## src/rtl/alu_flags_pkg.sv

```systemverilog
package alu_flags_pkg;

  typedef enum logic [2:0] {
    OP_ADD   = 3'd0,
    OP_ADC   = 3'd1,
    OP_SUB   = 3'd2,
    OP_SBB   = 3'd3,
    OP_AND   = 3'd4,
    OP_OR    = 3'd5,
    OP_XOR   = 3'd6,
    OP_PASSB = 3'd7
  } alu_op_e;

  localparam int NFLAGS = 6;

  // Packed order places cry at bit 0 and ovf at bit 5.
  typedef struct packed {
    logic ovf;
    logic sgn;
    logic zro;
    logic aux;
    logic par;
    logic cry;
  } flag_word_t;

endpackage

```

## src/rtl/alu_addsub.sv

```systemverilog
module alu_addsub #(
  parameter int WIDTH = 32,
  parameter int NIB   = 4
) (
  input  logic [WIDTH-1:0] a,
  input  logic [WIDTH-1:0] b,
  input  logic             sub,
  input  logic             use_cin,
  input  logic             cf_in,
  output logic [WIDTH-1:0] sum,
  output logic             carry_flag,
  output logic             aux_flag,
  output logic             ovf_flag
);
  localparam int MIDW = WIDTH - 1 - NIB;

  logic [WIDTH-1:0] b_eff;
  logic             cin;
  logic [NIB-1:0]   s_lo;
  logic             c_lo;
  logic [MIDW-1:0]  s_mid;
  logic             c_msb;
  logic             s_top;
  logic             c_out;

  always_comb begin
    b_eff = sub ? ~b : b;
    cin   = sub ? ~(use_cin & cf_in) : (use_cin & cf_in);
  end

  // Low nibble: its carry out gives the auxiliary flag.
  always_comb begin
    {c_lo, s_lo} = {1'b0, a[NIB-1:0]} + {1'b0, b_eff[NIB-1:0]} + {{NIB{1'b0}}, cin};
  end

  // Middle bits: the carry out is the carry into the sign bit.
  always_comb begin
    {c_msb, s_mid} = {1'b0, a[WIDTH-2:NIB]} + {1'b0, b_eff[WIDTH-2:NIB]}
                   + {{MIDW{1'b0}}, c_lo};
  end

  // Sign bit is kept separate so that overflow is a simple XOR of the two carries.
  always_comb begin
    s_top = a[WIDTH-1] ^ b_eff[WIDTH-1] ^ c_msb;
    c_out = (a[WIDTH-1] & b_eff[WIDTH-1]) | (c_msb & (a[WIDTH-1] ^ b_eff[WIDTH-1]));
  end

  always_comb begin
    sum        = {s_top, s_mid, s_lo};
    carry_flag = sub ? ~c_out : c_out;
    aux_flag   = sub ? ~c_lo  : c_lo;
    ovf_flag   = c_msb ^ c_out;
  end

endmodule

```

## src/rtl/alu_logic.sv

```systemverilog
module alu_logic #(
  parameter int WIDTH = 32
) (
  input  logic [WIDTH-1:0] a,
  input  logic [WIDTH-1:0] b,
  input  logic [1:0]       fn,
  output logic [WIDTH-1:0] y
);
  always_comb begin
    unique case (fn)
      2'd0:    y = a & b;
      2'd1:    y = a | b;
      2'd2:    y = a ^ b;
      default: y = b;
    endcase
  end
endmodule

```

## src/rtl/alu_flag_eval.sv

```systemverilog
module alu_flag_eval
  import alu_flags_pkg::*;
#(
  parameter int WIDTH = 32,
  parameter int PBITS = 8
) (
  input  logic [WIDTH-1:0] res,
  input  logic             is_arith,
  input  logic             cry_in,
  input  logic             aux_in,
  input  logic             ovf_in,
  output flag_word_t       fw
);
  logic [PBITS:0] par_chain;

  assign par_chain[0] = 1'b1;
  for (genvar i = 0; i < PBITS; i++) begin : g_par
    assign par_chain[i+1] = par_chain[i] ^ res[i];
  end

  always_comb begin
    fw.cry = is_arith & cry_in;
    fw.aux = is_arith & aux_in;
    fw.ovf = is_arith & ovf_in;
    fw.par = par_chain[PBITS];
    fw.zro = (res == '0);
    fw.sgn = res[WIDTH-1];
  end
endmodule

```

## src/rtl/alu_flag_reg.sv

```systemverilog
module alu_flag_reg #(
  parameter int NF = 6
) (
  input  logic          clk,
  input  logic          rst,
  input  logic          upd_en,
  input  logic [NF-1:0] nxt,
  input  logic [NF-1:0] set_req,
  input  logic [NF-1:0] clr_req,
  output logic [NF-1:0] q
);
  for (genvar i = 0; i < NF; i++) begin : g_bit
    always_ff @(posedge clk) begin
      if (rst)             q[i] <= 1'b0;
      else if (set_req[i]) q[i] <= 1'b1;
      else if (clr_req[i]) q[i] <= 1'b0;
      else if (upd_en)     q[i] <= nxt[i];
    end
  end
endmodule

```

## src/rtl/alu_status_core.sv

```systemverilog
module alu_status_core
  import alu_flags_pkg::*;
#(
  parameter int WIDTH = 32,
  parameter int NIB   = 4,
  parameter int PBITS = 8
) (
  input  logic             clk,
  input  logic             rst,
  input  logic [WIDTH-1:0] op_a,
  input  logic [WIDTH-1:0] op_b,
  input  logic [2:0]       op_sel,
  input  logic             upd_en,
  input  logic [5:0]       flag_set,
  input  logic [5:0]       flag_clr,
  output logic [WIDTH-1:0] result,
  output logic [5:0]       flags
);
  alu_op_e          op;
  logic             is_arith;
  logic [WIDTH-1:0] as_sum, lg_y;
  logic             as_cry, as_aux, as_ovf;
  flag_word_t       fw_next, fw_q;
  logic [NFLAGS-1:0] q_bits;

  always_comb begin
    op       = alu_op_e'(op_sel);
    is_arith = (op inside {OP_ADD, OP_ADC, OP_SUB, OP_SBB});
  end

  alu_addsub #(.WIDTH(WIDTH), .NIB(NIB)) u_addsub (
    .a(op_a), .b(op_b),
    .sub(op_sel[1]), .use_cin(op_sel[0]), .cf_in(fw_q.cry),
    .sum(as_sum), .carry_flag(as_cry), .aux_flag(as_aux), .ovf_flag(as_ovf)
  );

  alu_logic #(.WIDTH(WIDTH)) u_logic (
    .a(op_a), .b(op_b), .fn(op_sel[1:0]), .y(lg_y)
  );

  always_comb result = is_arith ? as_sum : lg_y;

  alu_flag_eval #(.WIDTH(WIDTH), .PBITS(PBITS)) u_eval (
    .res(result), .is_arith(is_arith),
    .cry_in(as_cry), .aux_in(as_aux), .ovf_in(as_ovf),
    .fw(fw_next)
  );

  alu_flag_reg #(.NF(NFLAGS)) u_freg (
    .clk(clk), .rst(rst), .upd_en(upd_en),
    .nxt(fw_next), .set_req(flag_set), .clr_req(flag_clr),
    .q(q_bits)
  );

  always_comb begin
    fw_q  = flag_word_t'(q_bits);
    flags = q_bits;
  end

endmodule

```

## config.mk

```make
export PLATFORM = sky130hd
export DESIGN_NAME = alu_status_core
export DESIGN_NICKNAME = d
export VERILOG_FILES = /design/src/rtl/alu_flags_pkg.sv /design/src/rtl/alu_addsub.sv /design/src/rtl/alu_logic.sv /design/src/rtl/alu_flag_eval.sv /design/src/rtl/alu_flag_reg.sv /design/src/rtl/alu_status_core.sv
export SDC_FILE = /design/constraint.sdc
export NUM_CORES = 1
export LEC_CHECK = 0
export ABC_AREA = 0
export ABC_CLOCK_PERIOD_IN_PS = 9700
export BUFFER_PORTS_ARGS = -buffer_cell sky130_fd_sc_hd__buf_4
export CAP_MARGIN = 20
export CORE_MARGIN = 1
export CORE_UTILIZATION = 56
export DETAILED_ROUTE_END_ITERATION = 10
export PLACE_DENSITY_LB_ADDON = 0.25
export SYNTH_ARGS = -nofsm -noshare
export SYNTH_HDL_FRONTEND = slang
export SYNTH_SLANG_ARGS = --single-unit
```

## constraint.sdc

```tcl
create_clock -name clk -period 9.7 [get_ports clk]
set_input_delay 1.455 -clock clk [delete_from_list [all_inputs] [get_ports clk]]
set_output_delay 1.455 -clock clk [all_outputs]
set_load 0.03 [all_outputs]
```

==> results of run 1 <==
==> cells in the mapped netlist, types with 6 or more instances <==
| cell | instances |
|---|---|
| clkbuf_1 | 15 |
| nor2_1 | 50 |
| nand3_1 | 10 |
| a21o_1 | 10 |
| nor3_1 | 6 |
| buf_1 | 7 |
| inv_1 | 107 |
| dfxtp_1 | 6 |
| xor2_1 | 43 |
| nand2_1 | 28 |
| xnor2_1 | 15 |
| mux4_2 | 29 |
| a211oi_1 | 11 |
| o21ai_0 | 19 |
| a21oi_1 | 29 |
| ha_1 | 94 |
| mux2i_1 | 6 |
==> cell usage in the layout, fill, tap and decap left out, types with 6 or more instances in the layout <==
master    Yosys  layout
xor2_1       43      43
ha_1         94      94
xnor2_1      15      15
nand2_1      28      28
buf_4         1     120
mux2i_1       6       6
nor2_1       50      50
a21oi_1      29      29
mux4_2       29      29
dfxtp_1       6       6
nand3_1      10      10
inv_1       107     107
o21ai_0      19      19
a211oi_1     11      11
a21o_1       10      10
nor3_1        6       6
==> through the flow <==
| step | utilization (%) | worst slack (ps) |
|---|---|---|
| after floorplan | - | 1850 |
| after global placement | 70.7 | 2000 |
| after detailed placement | 70.7 | 1710 |
| after CTS | 71.3 | 1710 |
| after global routing | 71.3 | 1320 |
| final | 71.3 | 1700 |
==> cells by family (layout without fill, tap and decap cells) <==
group / count (synthesis) / after routing / share of synthesized area [%]
muxes: 35 / 35 / 15.3
and+or+nand+nor: 136 / 136 / 14.3
xor gates and xnor gates: 58 / 58 / 10.9
adders and majority gates: 99 / 99 / 27.4
DFF: 6 / 6 / 2.58
AOI/OAI and AO/OA: 123 / 123 / 18.4
buffers and inverters: 134 / 231 / 11.1
==> how the worst max path moves through the flow <==
stage / startpoint / end
after floorplan: op_sel[0] / result[26]
after global placement: op_sel[0] / result[31]
after detailed placement: op_sel[1] / result[31]
after CTS: op_sel[0] / result[31]
after global routing: op_sel[1] / result[31]
final: op_sel[1] / result[31]
==> metal layers <==
layer	global-route usage, %	part of all wire, %	up-vias
met2	50.2	50	131
met1	35.2	44	2162
met3	1.79	4.7	12
li1	-	-	2257
met4	3.21	0.78	0
met5	0	0	-
==> worst min-delay path, cell delays in order (launching register included) <==
cell and delay [ps]:
dfxtp_1 320, a21oi_1 70, o22ai_1 120
==> report_power, final <==
part	internal, mW	total, mW	switching, mW
logic	0.196	0.461	0.265
clock network	0.0266	0.0362	0.00966
registers	0.0270	0.0283	0.00129
==> final cells by class <==
| type | count | area, sq um | share of cell area, % |
|---|---|---|---|
| Clock buffer | 3 | 41.3 | 0.734 |
| Sequential cell | 6 | 120 | 2.14 |
| Timing Repair Buffer | 120 | 901 | 16.0 |
| Tap cell | 102 | 128 | 2.27 |
| Inverter | 108 | 408 | 7.26 |
| Multi-Input combinational cell | 451 | 4020 | 71.6 |
==> out/metrics.csv, run 1 <==
metric,value,unit
layout-drive-gt1-share,24.1,%
syn_area_per_cell,7.89,sq um
cpMostUsedCell,fa_1,
whs,557,ps
vias_per_cell,5.77,
path_class,in2out,
worstPathArrival,6550,ps
syn-num-nets,772,
yosysWarningCount,0,
gr-total-overflow,0,
holdCritStartpoint,u_freg.q[5],
worstMarginPinSlew,1010,ps
critical_path.max_fanout,43,
num_rows,32,
antenna_found_initial,0,
synth-main-ff-cell,dfxtp_1,
cts_root_buffer,clkbuf_8,
insertion_delay,220,ps
diodes,0,
cts_tree,built,
synthCells,591,
synth_area_leader_cell,ha_1,
finalHoldViolCount,0,
cts_resized,0,
dieArea,0.00870,sq mm
finalClockSkew,3.05,ps
synthToLayoutAreaGrowth,20.6,%
reg2reg_from,u_freg.q[0],
totalPowerFinal,525,uW
slowest_delay,610,ps
r2r_cells,26,
synth_edf_count,0,
post_drt_wl_per_cell,14.8,um
max_freq,0.125,GHz
syn_area,0.00466,sq mm
grt_pass1_wl,19600,um
track_usage,27.1,%
max_slew_margin,32.4,%
maxCapViolations,0,
drt_iter0_markers,190,
cts_hold_buffers,0,
cts.reportedPaths.clkPinSlew,40,ps
grt_setup_unrepaired,no,
drv_slew,0,
largest_reg_flops,6,
crit_path_top_delay_cell,a311oi_1,
grt_pass1_vias,4438,
regMostFlops,u_freg.q,
n_fill_cell,635,
worst-path-stages,21,
end_kind,primary output,
crit_chain,"buf_4, inv_4, xnor2_1, fa_1, fa_1, nor2b_1, o21ai_0, nand2b_1, fa_1, a21o_1, nand4_1, a21oi_1, a311oi_1, o2111ai_1, a31oi_1, nor2_1, a211oi_2, fa_1, nand2_1, o21a_1, buf_4",
io_pins,120,
yosys_register_bits,6,
cellPowerDensity,93.4,mW/mm^2
synth_top_area_share,25.2,%
portBuffers,119,
reg2reg_to,u_freg.q[3],
hold_end,u_freg.q[5],
postPlaceCellArea,0.00558,sq mm
clock-sinks,6,
cts_buffers,3,
initial_core_util,59.1,%
status,"finished, final reports clean",
hp-class,reg2reg,
wirelength,11700,um
gp_congestion,0.905,
min_period_over_period,82.5,%
leakage,2.87,nW
path_delay_family,compound AO/OA/AOI/OAI gates,
h-tree-depth,1,
drc,0,
postCtsSetupBuffers,0,
firstDrtPassIters,5,
clk_path_buf_depth,2,
vias,4562,
setup_tns,0,ps
reg2reg_slack,3430,ps
vdd_drop_max,0.0511,mV
fin_crit,8000,ps
cp.required,8250,ps
synth.area.top_cells,"ha_1 25%, mux4_2 14%, inv_1 8.6%, xor2_1 8.1%, nor2_1 4.0%",
dp_hpwl,9560,um
async_reset_ff_share,0,%
critPathBufInv,3,
place_inst,787,
core_area,0.00789,sq mm
top_regs,u_freg.q (6),
ys_seq_area_share,2.58,%
ant_nets,0,
die_x,93.3,um
grt_max_degree,52,
synth_cell_types,63,
die_h,93.3,um
start_kind,primary input,
nets,871,
finalSetupViolations,0,
final_cells,790,
whs_path_depth,2,
final_cell_area,0.00562,sq mm
Note: power is estimated with default switching activity, not from simulation.
==> inputs of run 2 (changes only) <==
- ABC_CLOCK_PERIOD_IN_PS: 9700 -> 6900
- CORE_UTILIZATION: 56 -> 51
- clock period: 9.7 -> 6.9 ns (I/O delays scaled with it)
==> out/metrics.csv, run 2 (same netlist as run 1, synthesis figures left out) <==
metric,value,unit
num_rows,34,
leakage,2.90,nW
grt_setup_unrepaired,no,
dieArea,0.00953,sq mm
cts_tree,built,
finalClockSkew,5.83,ps
post_drt_wl_per_cell,15.6,um
initial_core_util,53.0,%
wirelength,12500,um
path_class,in2out,
finalSetupViolations,0,
track_usage,26.5,%
h-tree-depth,1,
grt_pass1_wl,21000,um
diodes,0,
start_kind,primary input,
drc,16,
clk_path_buf_depth,2,
violations,DRC,
gr-total-overflow,0,
setup_tns,0,ps
fin_crit,6500,ps
synthToLayoutAreaGrowth,22.0,%
dr_wl_met3,502,um
cp.required,5860,ps
cts_root_buffer,clkbuf_8,
die_h,97.6,um
drv_slew,0,
vias,4625,
core_area,0.00881,sq mm
grt_max_degree,52,
wirelength_met1,5640,um
largest_reg_flops,6,
max_slew_margin,28.5,%
nets,877,
max_freq,0.154,GHz
worstMarginPinSlew,1070,ps
layout-drive-gt1-share,25.2,%
final_cells,802,
dp_hpwl,10100,um
portBuffers,119,
min_period_over_period,94.2,%
top_layer,met4,
top_regs,u_freg.q (6),
vias_per_cell,5.77,
place_inst,798,
cts.reportedPaths.clkPinSlew,40,ps
drt_iter0_markers,184,
status,finished with violations,
worstPathArrival,5470,ps
insertion_delay,230,ps
met2_length,6290,um
critical_path.max_fanout,10,
antenna_found_initial,0,
layout_commonest_cell,buf_4,
gp_congestion,0.928,
ant_nets,0,
die_x,97.6,um
cellPowerDensity,133,mW/mm^2
finalHoldViolCount,0,
clock-sinks,6,
cts_buffers,3,
io_pins,120,
grt_pass1_vias,4562,
end_kind,primary output,
maxCapViolations,0,
hp-class,reg2reg,
firstDrtPassIters,7,
vdd_drop_max,0.0771,mV
final_cell_mix,"126 x buf_4, 107 x inv_1, 94 x ha_1",
regMostFlops,u_freg.q,
run 2: cell count changes in the layout (fill, tap and decap cells not counted), sizes merged:
cell / change
buf: +6
run 2: worst paths after layout:
path / endpoint / from / depth (start not counted) / slack [ps]
worst max-delay path: result[26] / op_sel[1] / 17 / 400
worst min register to register: u_freg.q[5] / u_freg.q[5] / 2 / 550
worst min-delay path: u_freg.q[5] / u_freg.q[5] / 2 / 550
worst max register to register: u_freg.q[3] / u_freg.q[0] / 26 / 970
run 2: metrics by stage:
stage / setup slack, ps / util (%) / hold WS [ps] / total power, mW / cell area [sq um]
4_1_cts: 232 / 64.4 / 556 / 0.753 / 5670
2_1_floorplan: 112 / - / 650 / 0.486 / 4670
5_1_grt: 25.9 / 64.6 / 590 / 0.821 / 5690
3_5_place_dp: 11.5 / 63.9 / 550 / 0.692 / 5630
3_3_place_gp: 250 / 63.9 / 532 / 0.678 / 5630
6_report: 398 / 64.6 / 553 / 0.757 / 5690
run 2: power by group:
part | leakage (nW) | total, mW | switching [mW] | internal [mW]
clock network | 0.0216 | 0.0560 | 0.0183 | 0.0378
logic | 2.83 | 0.661 | 0.380 | 0.282
registers | 0.0502 | 0.0398 | 0.00190 | 0.0379
run 2: timing repair:
action / in CTS / in global routing
setup buffers: 0 / 1
hold endpoints to repair: 0 / 0
gates resized for setup: 0 / 3
endpoints found under the setup margin: 0 / 2
hold buffers: 0 / 0
run 2: critical path: stages:
cell      delay, ps
buf_4           180
buf_4           230
xor2_1          160
ha_1            270
nor2b_1         150
o21ai_0         170
nand2b_1        120
fa_1            420
fa_1            420
a211oi_1        470
o21ai_1         230
a311oi_2        440
o221ai_1        300
a21o_1          260
xnor2_1         120
o21ai_0         250
buf_4           220
run 2: area by class of cell:
| cell class | instances | area (sq um) |
|---|---|---|
| Multi-Input combinational cell | 451 | 4040 |
| Fill cell | 801 | 3120 |
| Clock buffer | 3 | 41.3 |
| Tap cell | 108 | 135 |
| Timing Repair Buffer | 126 | 946 |
| Sequential cell | 6 | 120 |
| Inverter | 108 | 408 |
run 2: routing by layer:
layer / up-vias / GRT usage [%]
met3: 9 / 1.80
li1: 2275 / -
met4: 0 / 4.55
met5: - / 0
met2: 118 / 48.4
met1: 2223 / 34.5
==> inputs of run 3 (changes only) <==
- CELL_PAD_IN_SITES_DETAIL_PLACEMENT: not set -> 0
- CELL_PAD_IN_SITES_GLOBAL_PLACEMENT: not set -> 2
- CORE_UTILIZATION: 51 -> 29
==> out/metrics.csv, run 3 (same netlist as run 1, synthesis figures left out) <==
metric,value,unit
status,"finished, final reports clean",
slowest_delay,440,ps
crit_chain,"buf_4, inv_4, xnor2_1, fa_1, fa_1, nor2b_1, o21ai_0, nand2b_1, fa_1, fa_1, a211oi_1, buf_4, o21ai_1, a311oi_2, o221ai_1, a21o_1, xnor2_1, o21ai_0, buf_4",
drv_slew,0,
grt_pass1_vias,4547,
reg2reg_from,u_freg.q[0],
n_fill_cell,1688,
start_kind,primary input,
reg2reg_slack,1050,ps
path_delay_family,compound AO/OA/AOI/OAI gates,
cts.reportedPaths.clkPinSlew,30,ps
p_int,396,uW
antenna_found_initial,0,
whs,569,ps
finalClockSkew,4.56,ps
critPathBufInv,4,
clock-sinks,6,
final_cell_area,0.00588,sq mm
end_kind,primary output,
r2r_cells,26,
io_pins,120,
combPwrFrac,83.1,%
num_rows,45,
maxCapViolations,0,
switching_share,50.5,%
cts_tree,built,
dp_hpwl,11200,um
drt_iter0_markers,234,
firstDrtPassIters,4,
vias,4499,
nets,880,
initial_core_util,30.2,%
worstMarginPinSlew,727,ps
finalSetupViolations,0,
max_freq,0.157,GHz
insertion_delay,230,ps
whs_path_depth,2,
track_usage,16.9,%
regMostFlops,u_freg.q,
cts_buffers,3,
grt_max_degree,52,
hold_end,u_freg.q[5],
fin_crit,6370,ps
drc,0,
pre_cts_slack,-61.9,ps
p_sw,404,uW
multi_input_area,0.00405,sq mm
hp-class,reg2reg,
wirelength,13700,um
finalHoldViolCount,0,
min_period_over_period,92.4,%
cts_root_buffer,clkbuf_16,
dieArea,0.0166,sq mm
holdCritStartpoint,u_freg.q[5],
critical_path.max_fanout,7,
crit_path_top_delay_cell,a311oi_2,
ant_nets,0,
cp.required,5860,ps
pwr-share-clk,11.8,%
leakage,2.94,nW
gp_congestion,0.816,
p_seq_share,5.0,%
path_class,in2out,
grt_setup_unrepaired,no,
vdd_drop_max,0.0673,mV
clk_path_buf_depth,2,
die_h,129,um
layout_commonest_cell,buf_4,
largest_reg_flops,6,
reg2reg_to,u_freg.q[3],
post_drt_wl_per_cell,15.1,um
max_slew_margin,51.0,%
postPlaceCellArea,0.00578,sq mm
gr-total-overflow,0,
worstPathArrival,5340,ps
cellPowerDensity,136,mW/mm^2
synthToLayoutAreaGrowth,26.1,%
seq_area,120,sq um
postCtsSetupBuffers,0,
final_cell_mix,"129 x buf_4, 107 x inv_1, 94 x ha_1",
portBuffers,119,
cpMostUsedCell,fa_1,
grt_pass1_wl,22700,um
h-tree-depth,1,
vias_per_cell,4.95,
die_x,129,um
core_area,0.0154,sq mm
top_regs,u_freg.q (6),
fin_ws,526,ps
layout-drive-gt1-share,25.7,%
diodes,0,
-- run 3: cell count changes in the layout (fill, tap and decap cells not counted), sizes merged --
cell	delta
buf	+3
-- run 3: worst max path at each step --
| stage | from | end | depth (start not counted) |
|---|---|---|---|
| global placement | op_sel[1] | u_freg.q[3] | 27 |
| detailed placement | op_sel[1] | u_freg.q[3] | 27 |
| finish | op_sel[1] | result[26] | 19 |
| global route | op_sel[1] | u_freg.q[3] | 27 |
| floorplan | op_sel[1] | u_freg.q[3] | 29 |
| CTS | op_sel[1] | u_freg.q[3] | 27 |
-- run 3: layer usage --
metal / vias up / global-route usage (%) / routed length [um]
li1: 2273 / - / -
met1: 2136 / 22.8 / 6480
met2: 88 / 30.7 / 6720
met3: 2 / 0.748 / 467
met4: 0 / 1.45 / 39
met5: - / 0 / 0
-- run 3: metrics by stage --
| stage | setup TNS [ps] | power [mW] | instances | util, % |
|---|---|---|---|---|
| floorplan | 0 | 0.486 | 591 | - |
| global placement | 0 | 0.705 | 905 | 37.5 |
| detailed placement | -61.9 | 0.707 | 905 | 37.5 |
| CTS | 0 | 0.807 | 908 | 38.0 |
| global route | 0 | 0.877 | 908 | 38.1 |
| finish | 0 | 0.800 | 908 | 38.1 |
-- run 3: layout make-up --
type	count	share of cell area, %
multi-input combinational	451	68.8
clock buffer	3	1.28
sequential	6	2.04
inverter	108	6.93
timing repair buffer	129	16.5
tap	211	4.49
-- run 3: repair_timing --
item	4_1_cts	5_1_grt
endpoints found under the setup margin	0	2
hold buffers	0	0
resized for setup	0	4
-- run 3: worst reg2reg max path: stages (launching register included) --
cell and delay (ps):
dfxtp_1 390, nand2_1 90, xnor2_1 160, fa_1 430, fa_1 430, nor2b_1 120, o21ai_0 80, nand2b_1 110
fa_1 210, a21o_1 140, nand4_1 180, a21oi_2 220, a311oi_2 160, o2111ai_2 280, a31oi_2 150, nor2_1 160
a211oi_2 80, fa_1 490, nand2_1 50, o21a_1 130, or4_1 520, a2111oi_2 410, nand4bb_1 160, nor4_2 160
o2111ai_1 160, nand4b_1 200, o21ai_0 100
-- run 3: power groups by stage --
stage / clock network [mW] / registers [mW] / logic, mW
after floorplan: 0 / 0.0450 / 0.441
after global placement: 0 / 0.0407 / 0.665
after detailed placement: 0 / 0.0407 / 0.666
after CTS: 0.0964 / 0.0402 / 0.671
after global routing: 0.0997 / 0.0405 / 0.736
final: 0.0948 / 0.0401 / 0.665
